File: src/rtl/atm_cellq_pkg.sv
`timescale 1ns/1ps
package atm_cellq_pkg;

   typedef enum logic [1:0] {
      MARK_WITH_FIRST  = 2'd0,
      MARK_CTRL_BEFORE = 2'd1,
      MARK_WITH_LAST   = 2'd2,
      MARK_RSVD        = 2'd3
   } mark_mode_e;

   localparam logic [7:0] HEC_POLY  = 8'h07;   // x^8 + x^2 + x + 1
   localparam logic [7:0] HEC_COSET = 8'h55;

   // One octet of the header CRC, MSB first.
   function automatic logic [7:0] hec_step(input logic [7:0] crc, input logic [7:0] d);
      logic [7:0] c;
      logic       fb;
      c = crc;
      for (int i = 7; i >= 0; i--) begin
         fb = c[7] ^ d[i];
         c  = {c[6:0], 1'b0} ^ (fb ? HEC_POLY : 8'h00);
      end
      return c;
   endfunction

endpackage

File: src/rtl/atm_soc_delin.sv
`timescale 1ns/1ps
module atm_soc_delin
   import atm_cellq_pkg::*;
(
   input  logic       clk,
   input  logic       rst_n,
   input  logic [1:0] mode,
   input  logic       valid,
   input  logic       ctrl,
   input  logic       soc,
   output logic       first,
   output logic       ctrl_mark,
   output logic       tail_mark
);

   mark_mode_e m;
   logic       armed, armed_nxt, dat;

   assign m   = mark_mode_e'(mode);
   assign dat = valid & ~ctrl;

   always_comb begin
      first     = 1'b0;
      ctrl_mark = 1'b0;
      tail_mark = 1'b0;
      armed_nxt = armed;
      case (m)
         MARK_CTRL_BEFORE: begin
            first     = dat & armed;
            ctrl_mark = valid & ctrl;
            if (valid) armed_nxt = ctrl;
         end
         MARK_WITH_LAST: begin
            first     = dat & armed;
            tail_mark = dat & soc;
            if (dat) armed_nxt = soc;
         end
         default: first = dat & soc;
      endcase
   end

   always_ff @(posedge clk or negedge rst_n) begin
      if (!rst_n) armed <= 1'b0;
      else        armed <= armed_nxt;
   end

endmodule

File: src/rtl/atm_hec_acc.sv
`timescale 1ns/1ps
module atm_hec_acc
   import atm_cellq_pkg::*;
#(
   parameter bit COSET_EN = 1'b1
)(
   input  logic       clk,
   input  logic       rst_n,
   input  logic       ld,
   input  logic       acc,
   input  logic [7:0] d,
   output logic [7:0] hec_exp
);

   logic [7:0] crc;

   always_ff @(posedge clk or negedge rst_n) begin
      if (!rst_n)   crc <= 8'h00;
      else if (ld)  crc <= hec_step(8'h00, d);
      else if (acc) crc <= hec_step(crc, d);
   end

   generate
      if (COSET_EN) begin : g_coset
         assign hec_exp = crc ^ HEC_COSET;
      end else begin : g_plain
         assign hec_exp = crc;
      end
   endgenerate

endmodule

File: src/rtl/atm_cellq_ram.sv
`timescale 1ns/1ps
module atm_cellq_ram #(
   parameter int DW = 8,
   parameter int AW = 8
)(
   input  logic          clk,
   input  logic          we,
   input  logic [AW-1:0] waddr,
   input  logic [DW-1:0] wdata,
   input  logic          re,
   input  logic [AW-1:0] raddr,
   output logic [DW-1:0] rdata
);

   localparam int WORDS = 1 << AW;

   logic [DW-1:0] mem [WORDS];

   always_ff @(posedge clk) begin
      if (we) mem[waddr] <= wdata;
      if (re) rdata      <= mem[raddr];
   end

endmodule

File: src/rtl/atm_cell_rx_fifo.sv
`timescale 1ns/1ps
module atm_cell_rx_fifo
   import atm_cellq_pkg::*;
#(
   parameter int DEPTH    = 256,
   parameter int CELL_LEN = 53,
   parameter int HDR_LEN  = 4,
   parameter int DW       = 8,
   parameter int ADDR_W   = 3,
   parameter int ERR_W    = 8
)(
   input  logic              clk,
   input  logic              rst_n,
   input  logic [1:0]        soc_mode,
   input  logic              in_valid,
   input  logic              in_ctrl,
   input  logic              in_soc,
   input  logic [DW-1:0]     in_data,
   input  logic [ADDR_W-1:0] phy_addr,
   input  logic              rd_en,
   input  logic [ADDR_W-1:0] rd_addr,
   output logic [DW-1:0]     rd_data,
   output logic              rd_valid,
   output logic              rd_soc,
   output logic              cell_avail,
   output logic              ovf_flag,
   output logic [ERR_W-1:0]  err_cnt
);

   localparam int AW = $clog2(DEPTH);
   localparam int PW = AW + 1;
   localparam int IW = $clog2(CELL_LEN);
   localparam logic [PW-1:0] ROOM_MAX = PW'(DEPTH - CELL_LEN);
   localparam logic [IW-1:0] LAST_IDX = IW'(CELL_LEN - 1);
   localparam logic [IW-1:0] HEC_IDX  = IW'(HDR_LEN);

   generate
      if ((1 << AW) != DEPTH) begin : g_bad_depth
         $error("DEPTH must be a power of two");
      end
      if (DEPTH < CELL_LEN) begin : g_bad_room
         $error("DEPTH must hold at least one cell");
      end
      if (CELL_LEN <= HDR_LEN + 1) begin : g_bad_cell
         $error("CELL_LEN must exceed header plus HEC");
      end
      if (DW != 8) begin : g_bad_dw
         $error("HEC check needs 8-bit characters");
      end
   endgenerate

   // ---------------- delineation ----------------
   logic first, ctrl_mark, tail_mark;

   atm_soc_delin u_delin (
      .clk      (clk),
      .rst_n    (rst_n),
      .mode     (soc_mode),
      .valid    (in_valid),
      .ctrl     (in_ctrl),
      .soc      (in_soc),
      .first    (first),
      .ctrl_mark(ctrl_mark),
      .tail_mark(tail_mark)
   );

   // ---------------- write side ----------------
   logic          in_cell;
   logic [IW-1:0] idx;
   logic [PW-1:0] wr_ptr, cmt_ptr, rd_ptr;
   logic [PW-1:0] occ, wr_addr, wr_nxt;
   logic          data_ok, last_oct, brk, abort_prev, room;
   logic          start_ok, start_nr, cont, hec_bad, store, commit;
   logic [7:0]    hec_exp;
   logic [1:0]    n_disc;
   logic [ERR_W:0] err_sum;

   assign data_ok    = in_valid & ~in_ctrl;
   assign last_oct   = (idx == LAST_IDX);
   assign brk        = in_cell & ~first & (ctrl_mark | (tail_mark & ~last_oct));
   assign abort_prev = in_cell & (first | brk);
   assign occ        = cmt_ptr - rd_ptr;
   assign room       = (occ <= ROOM_MAX);
   assign start_ok   = first & room;
   assign start_nr   = first & ~room;
   assign cont       = in_cell & ~first & ~brk & data_ok;
   assign hec_bad    = cont & (idx == HEC_IDX) & (in_data != hec_exp);
   assign store      = start_ok | (cont & ~hec_bad);
   assign commit     = cont & last_oct;
   assign wr_addr    = start_ok ? cmt_ptr : wr_ptr;
   assign n_disc     = 2'(abort_prev) + 2'(hec_bad) + 2'(start_nr);
   assign err_sum    = {1'b0, err_cnt} + (ERR_W+1)'(n_disc);

   always_comb begin
      if (store)                     wr_nxt = wr_addr + 1'b1;
      else if (abort_prev | hec_bad) wr_nxt = cmt_ptr;
      else                           wr_nxt = wr_ptr;
   end

   atm_hec_acc #(.COSET_EN(1'b1)) u_hec (
      .clk    (clk),
      .rst_n  (rst_n),
      .ld     (start_ok),
      .acc    (cont & (idx < HEC_IDX)),
      .d      (in_data),
      .hec_exp(hec_exp)
   );

   always_ff @(posedge clk or negedge rst_n) begin
      if (!rst_n) begin
         in_cell  <= 1'b0;
         idx      <= '0;
         wr_ptr   <= '0;
         cmt_ptr  <= '0;
         ovf_flag <= 1'b0;
         err_cnt  <= '0;
      end else begin
         wr_ptr <= wr_nxt;
         if (commit) cmt_ptr <= wr_nxt;
         if (start_ok)            in_cell <= 1'b1;
         else if (first)          in_cell <= 1'b0;
         else if (brk | hec_bad | commit) in_cell <= 1'b0;
         if (start_ok)            idx <= IW'(1);
         else if (cont & store)   idx <= idx + 1'b1;
         if (start_nr) ovf_flag <= 1'b1;
         err_cnt <= err_sum[ERR_W] ? '1 : err_sum[ERR_W-1:0];
      end
   end

   // ---------------- read side ----------------
   logic          rd_go, rd_last;
   logic [IW-1:0] ridx;
   logic [PW-1:0] cell_cnt;

   assign rd_go      = rd_en & (rd_addr == phy_addr) & (cmt_ptr != rd_ptr);
   assign rd_last    = rd_go & (ridx == LAST_IDX);
   assign cell_avail = (cell_cnt != '0);

   atm_cellq_ram #(.DW(DW), .AW(AW)) u_ram (
      .clk  (clk),
      .we   (store),
      .waddr(wr_addr[AW-1:0]),
      .wdata(in_data),
      .re   (rd_go),
      .raddr(rd_ptr[AW-1:0]),
      .rdata(rd_data)
   );

   always_ff @(posedge clk or negedge rst_n) begin
      if (!rst_n) begin
         rd_ptr   <= '0;
         ridx     <= '0;
         cell_cnt <= '0;
         rd_valid <= 1'b0;
         rd_soc   <= 1'b0;
      end else begin
         rd_valid <= rd_go;
         rd_soc   <= rd_go & (ridx == '0);
         if (rd_go) begin
            rd_ptr <= rd_ptr + 1'b1;
            ridx   <= rd_last ? '0 : ridx + 1'b1;
         end
         cell_cnt <= cell_cnt + PW'(commit) - PW'(rd_last);
      end
   end

endmodule


File: config.mk
export PLATFORM = sky130hd
export DESIGN_NAME = atm_cell_rx_fifo
export DESIGN_NICKNAME = d
export VERILOG_FILES = /design/src/rtl/atm_cellq_pkg.sv /design/src/rtl/atm_soc_delin.sv /design/src/rtl/atm_hec_acc.sv /design/src/rtl/atm_cellq_ram.sv /design/src/rtl/atm_cell_rx_fifo.sv
export SDC_FILE = /design/constraint.sdc
export NUM_CORES = 2
export LEC_CHECK = 0
export ABC_AREA = 1
export BUFFER_PORTS_ARGS = -buffer_cell sky130_fd_sc_hd__buf_2
export CORE_MARGIN = 2
export CORE_UTILIZATION = 43
export DETAILED_ROUTE_END_ITERATION = 10
export SKIP_CTS_REPAIR_TIMING = 1
export SLEW_MARGIN = 30
export SYNTH_ARGS = -nofsm -noshare
export SYNTH_HDL_FRONTEND = slang
export SYNTH_HIERARCHICAL = 1
export SYNTH_SLANG_ARGS = --single-unit
File: constraint.sdc
create_clock -name clk -period 3.9 [get_ports clk]
set_input_delay 0.195 -clock clk [delete_from_list [all_inputs] [get_ports clk]]
set_output_delay 0.195 -clock clk [all_outputs]
set_load 0.05 [all_outputs]
==> results.md <==
* Outcome: complete, no violations
* Cell family with most CP delay: simple AND/OR/NAND/NOR gates
* Count of yosys warnings during synthesis at 6
* Cell-internal power at 43.50 mW
* Net Sw Frac at 0.3623
* Via count normalized by instance count at 5.566
* Netlist area before placement at 88810 µm²
* Clock tree skew after final layout at 0.04944 ns
* Number of nets with antenna violations after detailed routing at 0
* Largest net degree at the start of global routing at 200
* Peak supply drop at 0.5044 mV
* Final period demand of the worst path at 3.617 ns
* Clock insertion delay at the later pin of the skew report at 0.86 ns
* Kind of start point of the critical path: flop
* Placed cell areas at 94070 µm²
* Most repeated cell in the gate-level netlist after synthesis: sky130_fd_sc_hd__nand2_1
* Leakage component of the power at 36.68 nW
* Fill count at 17830
* Synthesized area per cell at 11.50 µm²
* Total count of hold-check failures in the final report at 0
* Actual transition at the worst max-transition pin at 1.057 ns
* Fraction of synthesized cell area taken by the top area cell type at 0.6952
* Seq/Total Area, Yosys at 0.7147
* Type of destination of the critical path: flop
* Max Clock Freq at 276.5 MHz
* Share of flip-flops with an asynchronous set or reset after synthesis at 0.03247
* Net switching power at 24.72 mW
* Clock network fraction of design power at 0.305
* Busiest layer in global routing: met2
* Number of buffers and inverters on the critical path at 7
* Routability cong. at 0.8848
* Number of buffers added by the clock tree synthesis step at 211
* Core region area at 205000 µm²
* Sinks on Clock Net at 2125
* CP Data Arrival Time at 4.15 ns
* Antenna violations before repair at 8
* Global route overflow at 0
* Met2 usage at 0.3674
* Syn_nets at 7780
* Die H at 458.5 µm
* Final worst hold slack at 0.02349 ns
* Post-synthesis instance total at 7724
* Effective utilization at floorplan at 0.4332
* Library cell occupying the most area in the post-synthesis netlist: sky130_fd_sc_hd__edfxtp_1
* Critical Path RT at 4.43 ns
* Critical path class: reg -> reg
* Post-Layout Inst Area at 101400 µm²
* Final Instance Count excl. Fillers at 10830
* Cell mode on critical path: sky130_fd_sc_hd__nand2_1
* Clock Root Buffer: sky130_fd_sc_hd__clkbuf_16
* Count of state elements after synthesis at 2125
* Met1 Usage GRT at 0.3320
* TritonCTS clock tree: yes
* Number of buffers on the longest clock path at 3
* Wire length of the first global-routing pass at 367700 µm
* Ordered list of cells on the worst path: ha_1 -> fa_1 -> inv_1 -> nand2_1 -> nand2_2 -> nand3_2 -> nand2_1 -> inv_1 -> nand2_1 -> clkinv_1 -> nand2_2 -> nand2_2 -> buf_4 -> nand4_1 -> nand2_4 -> nor2_1 -> buf_4 -> nand2_1 -> buf_12 -> nor2_1 -> buf_4
* PnR worst setup slack at 0.2833 ns
* Max-cap violations at 0
* Worst slack at placement at 0.3330 ns
* Io pins at 42
* Number of core rows at 166
* Vias in the first global route at 57710
* Most used standard cells in the synthesized netlist: sky130_fd_sc_hd__nand2_1, sky130_fd_sc_hd__nand3_1, sky130_fd_sc_hd__edfxtp_1, sky130_fd_sc_hd__nor2_1, sky130_fd_sc_hd__buf_2
* Number of distinct library cells after synthesis at 50
* Htree depth at 4
* Worst Hold Class: in -> reg
* Area Overhead vs Synth at 14.19%
* Count of flip-flops with a built-in enable after synthesis at 2056
* GR Layer Usage met3 at 0.03893
* Largest driver fanout on the critical path at 16
* Total instance count after detailed placement at 10410
* DRC violation count after routing at 0
* Port Buffers at 41
* Power per unit of standard cell area at 672.7 nW/µm²
* Part of the total power dissipated in combinational logic at 0.320
* Fraction of the cycle the final worst path needs at 0.9274
* Average wire length per cell after detail routing at 23.04 µm
* WL final at 249600 µm
* Sequential group share of total power at 0.375
* Pins over their slew limit at 0
* Area enclosed by the die boundary at 210200 µm²
* Number of iterations in the first detailed-routing pass at 6
* Normalized max-slew margin at 0.2955
* Iteration-0 DRC count of the detailed router at 7566
* Top area cells in the synthesized netlist: sky130_fd_sc_hd__edfxtp_1, sky130_fd_sc_hd__nand3_1, sky130_fd_sc_hd__nand2_1
* Largest stage delay on the critical path at 0.49 ns
* Finish-stage setup viols at 0
* Global-route usage over all layers at 0.2341
* Ratio of cells with drive above 1 in the final layout at 0.1102
* Via count at 60290
* Post-detailed-placement half-perimeter wirelength at 148000 µm
* TNS Setup at 0 ns
* Reg clk slew, reported paths at 0.07 ns
* DIE WIDTH at 458.5 µm
* Master of the slowest instance on the critical path: sky130_fd_sc_hd__dfrtp_4
* Number of nets in the layout at 8010
* Flip-flop cell with the highest count after synthesis: sky130_fd_sc_hd__edfxtp_1
placed cells by master, fill, tap and decap left out, types with 5 or more instances in the layout:
| cell type | n |
|---|---|
| sky130_fd_sc_hd__nand2_4 | 8 |
| sky130_fd_sc_hd__nand2_1 | 2328 |
| sky130_fd_sc_hd__bufinv_16 | 29 |
| sky130_fd_sc_hd__nor2_2 | 7 |
| sky130_fd_sc_hd__nand3_2 | 6 |
| sky130_fd_sc_hd__clkbuf_1 | 34 |
| sky130_fd_sc_hd__edfxtp_1 | 2056 |
| sky130_fd_sc_hd__nand3_1 | 2074 |
| sky130_fd_sc_hd__nand4_1 | 10 |
| sky130_fd_sc_hd__clkinv_2 | 43 |
| sky130_fd_sc_hd__clkinvlp_4 | 16 |
| sky130_fd_sc_hd__inv_6 | 8 |
| sky130_fd_sc_hd__clkbuf_16 | 213 |
| sky130_fd_sc_hd__nor2_1 | 308 |
| sky130_fd_sc_hd__buf_8 | 8 |
| sky130_fd_sc_hd__dlygate4sd3_1 | 16 |
| sky130_fd_sc_hd__xor2_1 | 28 |
| sky130_fd_sc_hd__buf_12 | 59 |
| sky130_fd_sc_hd__clkinv_1 | 47 |
| sky130_fd_sc_hd__inv_1 | 142 |
| sky130_fd_sc_hd__nor3_1 | 11 |
| sky130_fd_sc_hd__o21ai_1 | 6 |
| sky130_fd_sc_hd__nor4_1 | 5 |
| sky130_fd_sc_hd__buf_2 | 32 |
| sky130_fd_sc_hd__ha_1 | 30 |
| sky130_fd_sc_hd__a21oi_1 | 25 |
| sky130_fd_sc_hd__dfrtp_1 | 63 |
| sky130_fd_sc_hd__xnor2_1 | 10 |
| sky130_fd_sc_hd__buf_4 | 397 |
| sky130_fd_sc_hd__o21ai_0 | 27 |
| sky130_fd_sc_hd__nand2_2 | 21 |
| sky130_fd_sc_hd__inv_2 | 11 |
flip-flops by register name, indices dropped and copies added, names as in the netlist, 8 cells and up:
register	count
u_ram/rdata	8
cell_cnt	9
wr_ptr	9
cmt_ptr	9
err_cnt	8
u_hec/crc	8
rd_ptr	9
u_ram/mem	2048
metal layers:
layer,wire length [µm],up-vias
li1,-,27620
met1,104800,29450
met2,114300,2791
met3,22460,426
met4,8121,0
met5,0,-
per-stage QoR:
stage	util	power, mW
global placement	0.4589	47.35
CTS	0.4936	68.21
finish	0.4947	68.21
global route	0.4947	71.41
detailed placement	0.4589	47.52
floorplan	-	40.87
final cells by class:
cell class                 instances  area [µm²]  share of cell area
sequential                      2125       63480              0.6260
multi-input combinational       4943       22170              0.2186
clock buffer                     248        5472             0.05395
timing repair buffer             514        4641             0.04576
tap                             2688        3363             0.03316
clock inverter                   152        1647             0.01624
inverter                         159       630.6            0.006218
antenna                            3       7.507          0.00007403
logic make-up (layout without fill, tap and decap cells):
kind of cell               after synthesis  in the layout  share of synthesized area
buffers and inverters                  656           1073                    0.03594
DFF                                   2125           2125                     0.7147
other                                    0              3                          0
xor gates and xnor gates                38             38                   0.003748
adders and majority gates               34             34                   0.005129
AOI/OAI and AO/OA                       68             68                   0.004311
and+or+nand+nor                       4803           4803                     0.2362
worst paths after layout:
kind / startpoint / end / slack (ns) / depth (start not counted)
hold / removal: phy_addr[0] / rd_soc$_DFF_PN0_ / 0.02 / 6
setup reg to reg: rd_ptr[0]$_DFFE_PN0P_ / u_ram/mem[55][4]$_DFFE_PP_ / 0.28 / 21
max in group asynchronous: rst_n / rd_ptr[2]$_DFFE_PN0P_ / 2.98 / 4
hold reg to reg: rd_ptr[8]$_DFFE_PN0P_ / rd_ptr[8]$_DFFE_PN0P_ / 0.49 / 1
setup / recovery: rd_ptr[0]$_DFFE_PN0P_ / u_ram/mem[55][4]$_DFFE_PP_ / 0.28 / 21
min in group asynchronous: rst_n / wr_ptr[0]$_DFF_PN0_ / 0.42 / 3
tightest hold or removal path, cell delays in order:
cell and delay [ns]:
sky130_fd_sc_hd__buf_2 0.08, sky130_fd_sc_hd__xor2_1 0.12, sky130_fd_sc_hd__nor4b_1 0.09, sky130_fd_sc_hd__nand2_1 0.09
sky130_fd_sc_hd__buf_4 0.18, sky130_fd_sc_hd__nor3_1 0.07
power groups by stage:
stage / Clock, mW / Sequential (mW) / Combinational (mW)
after global routing: 22.0 / 25.6 / 23.8
after floorplan: 0 / 26.1 / 14.8
after CTS: 21.1 / 25.6 / 21.5
after global placement: 0 / 26.1 / 21.3
after detailed placement: 0 / 26.1 / 21.5
final: 20.8 / 25.6 / 21.8
(Power assumes the default switching activity.)
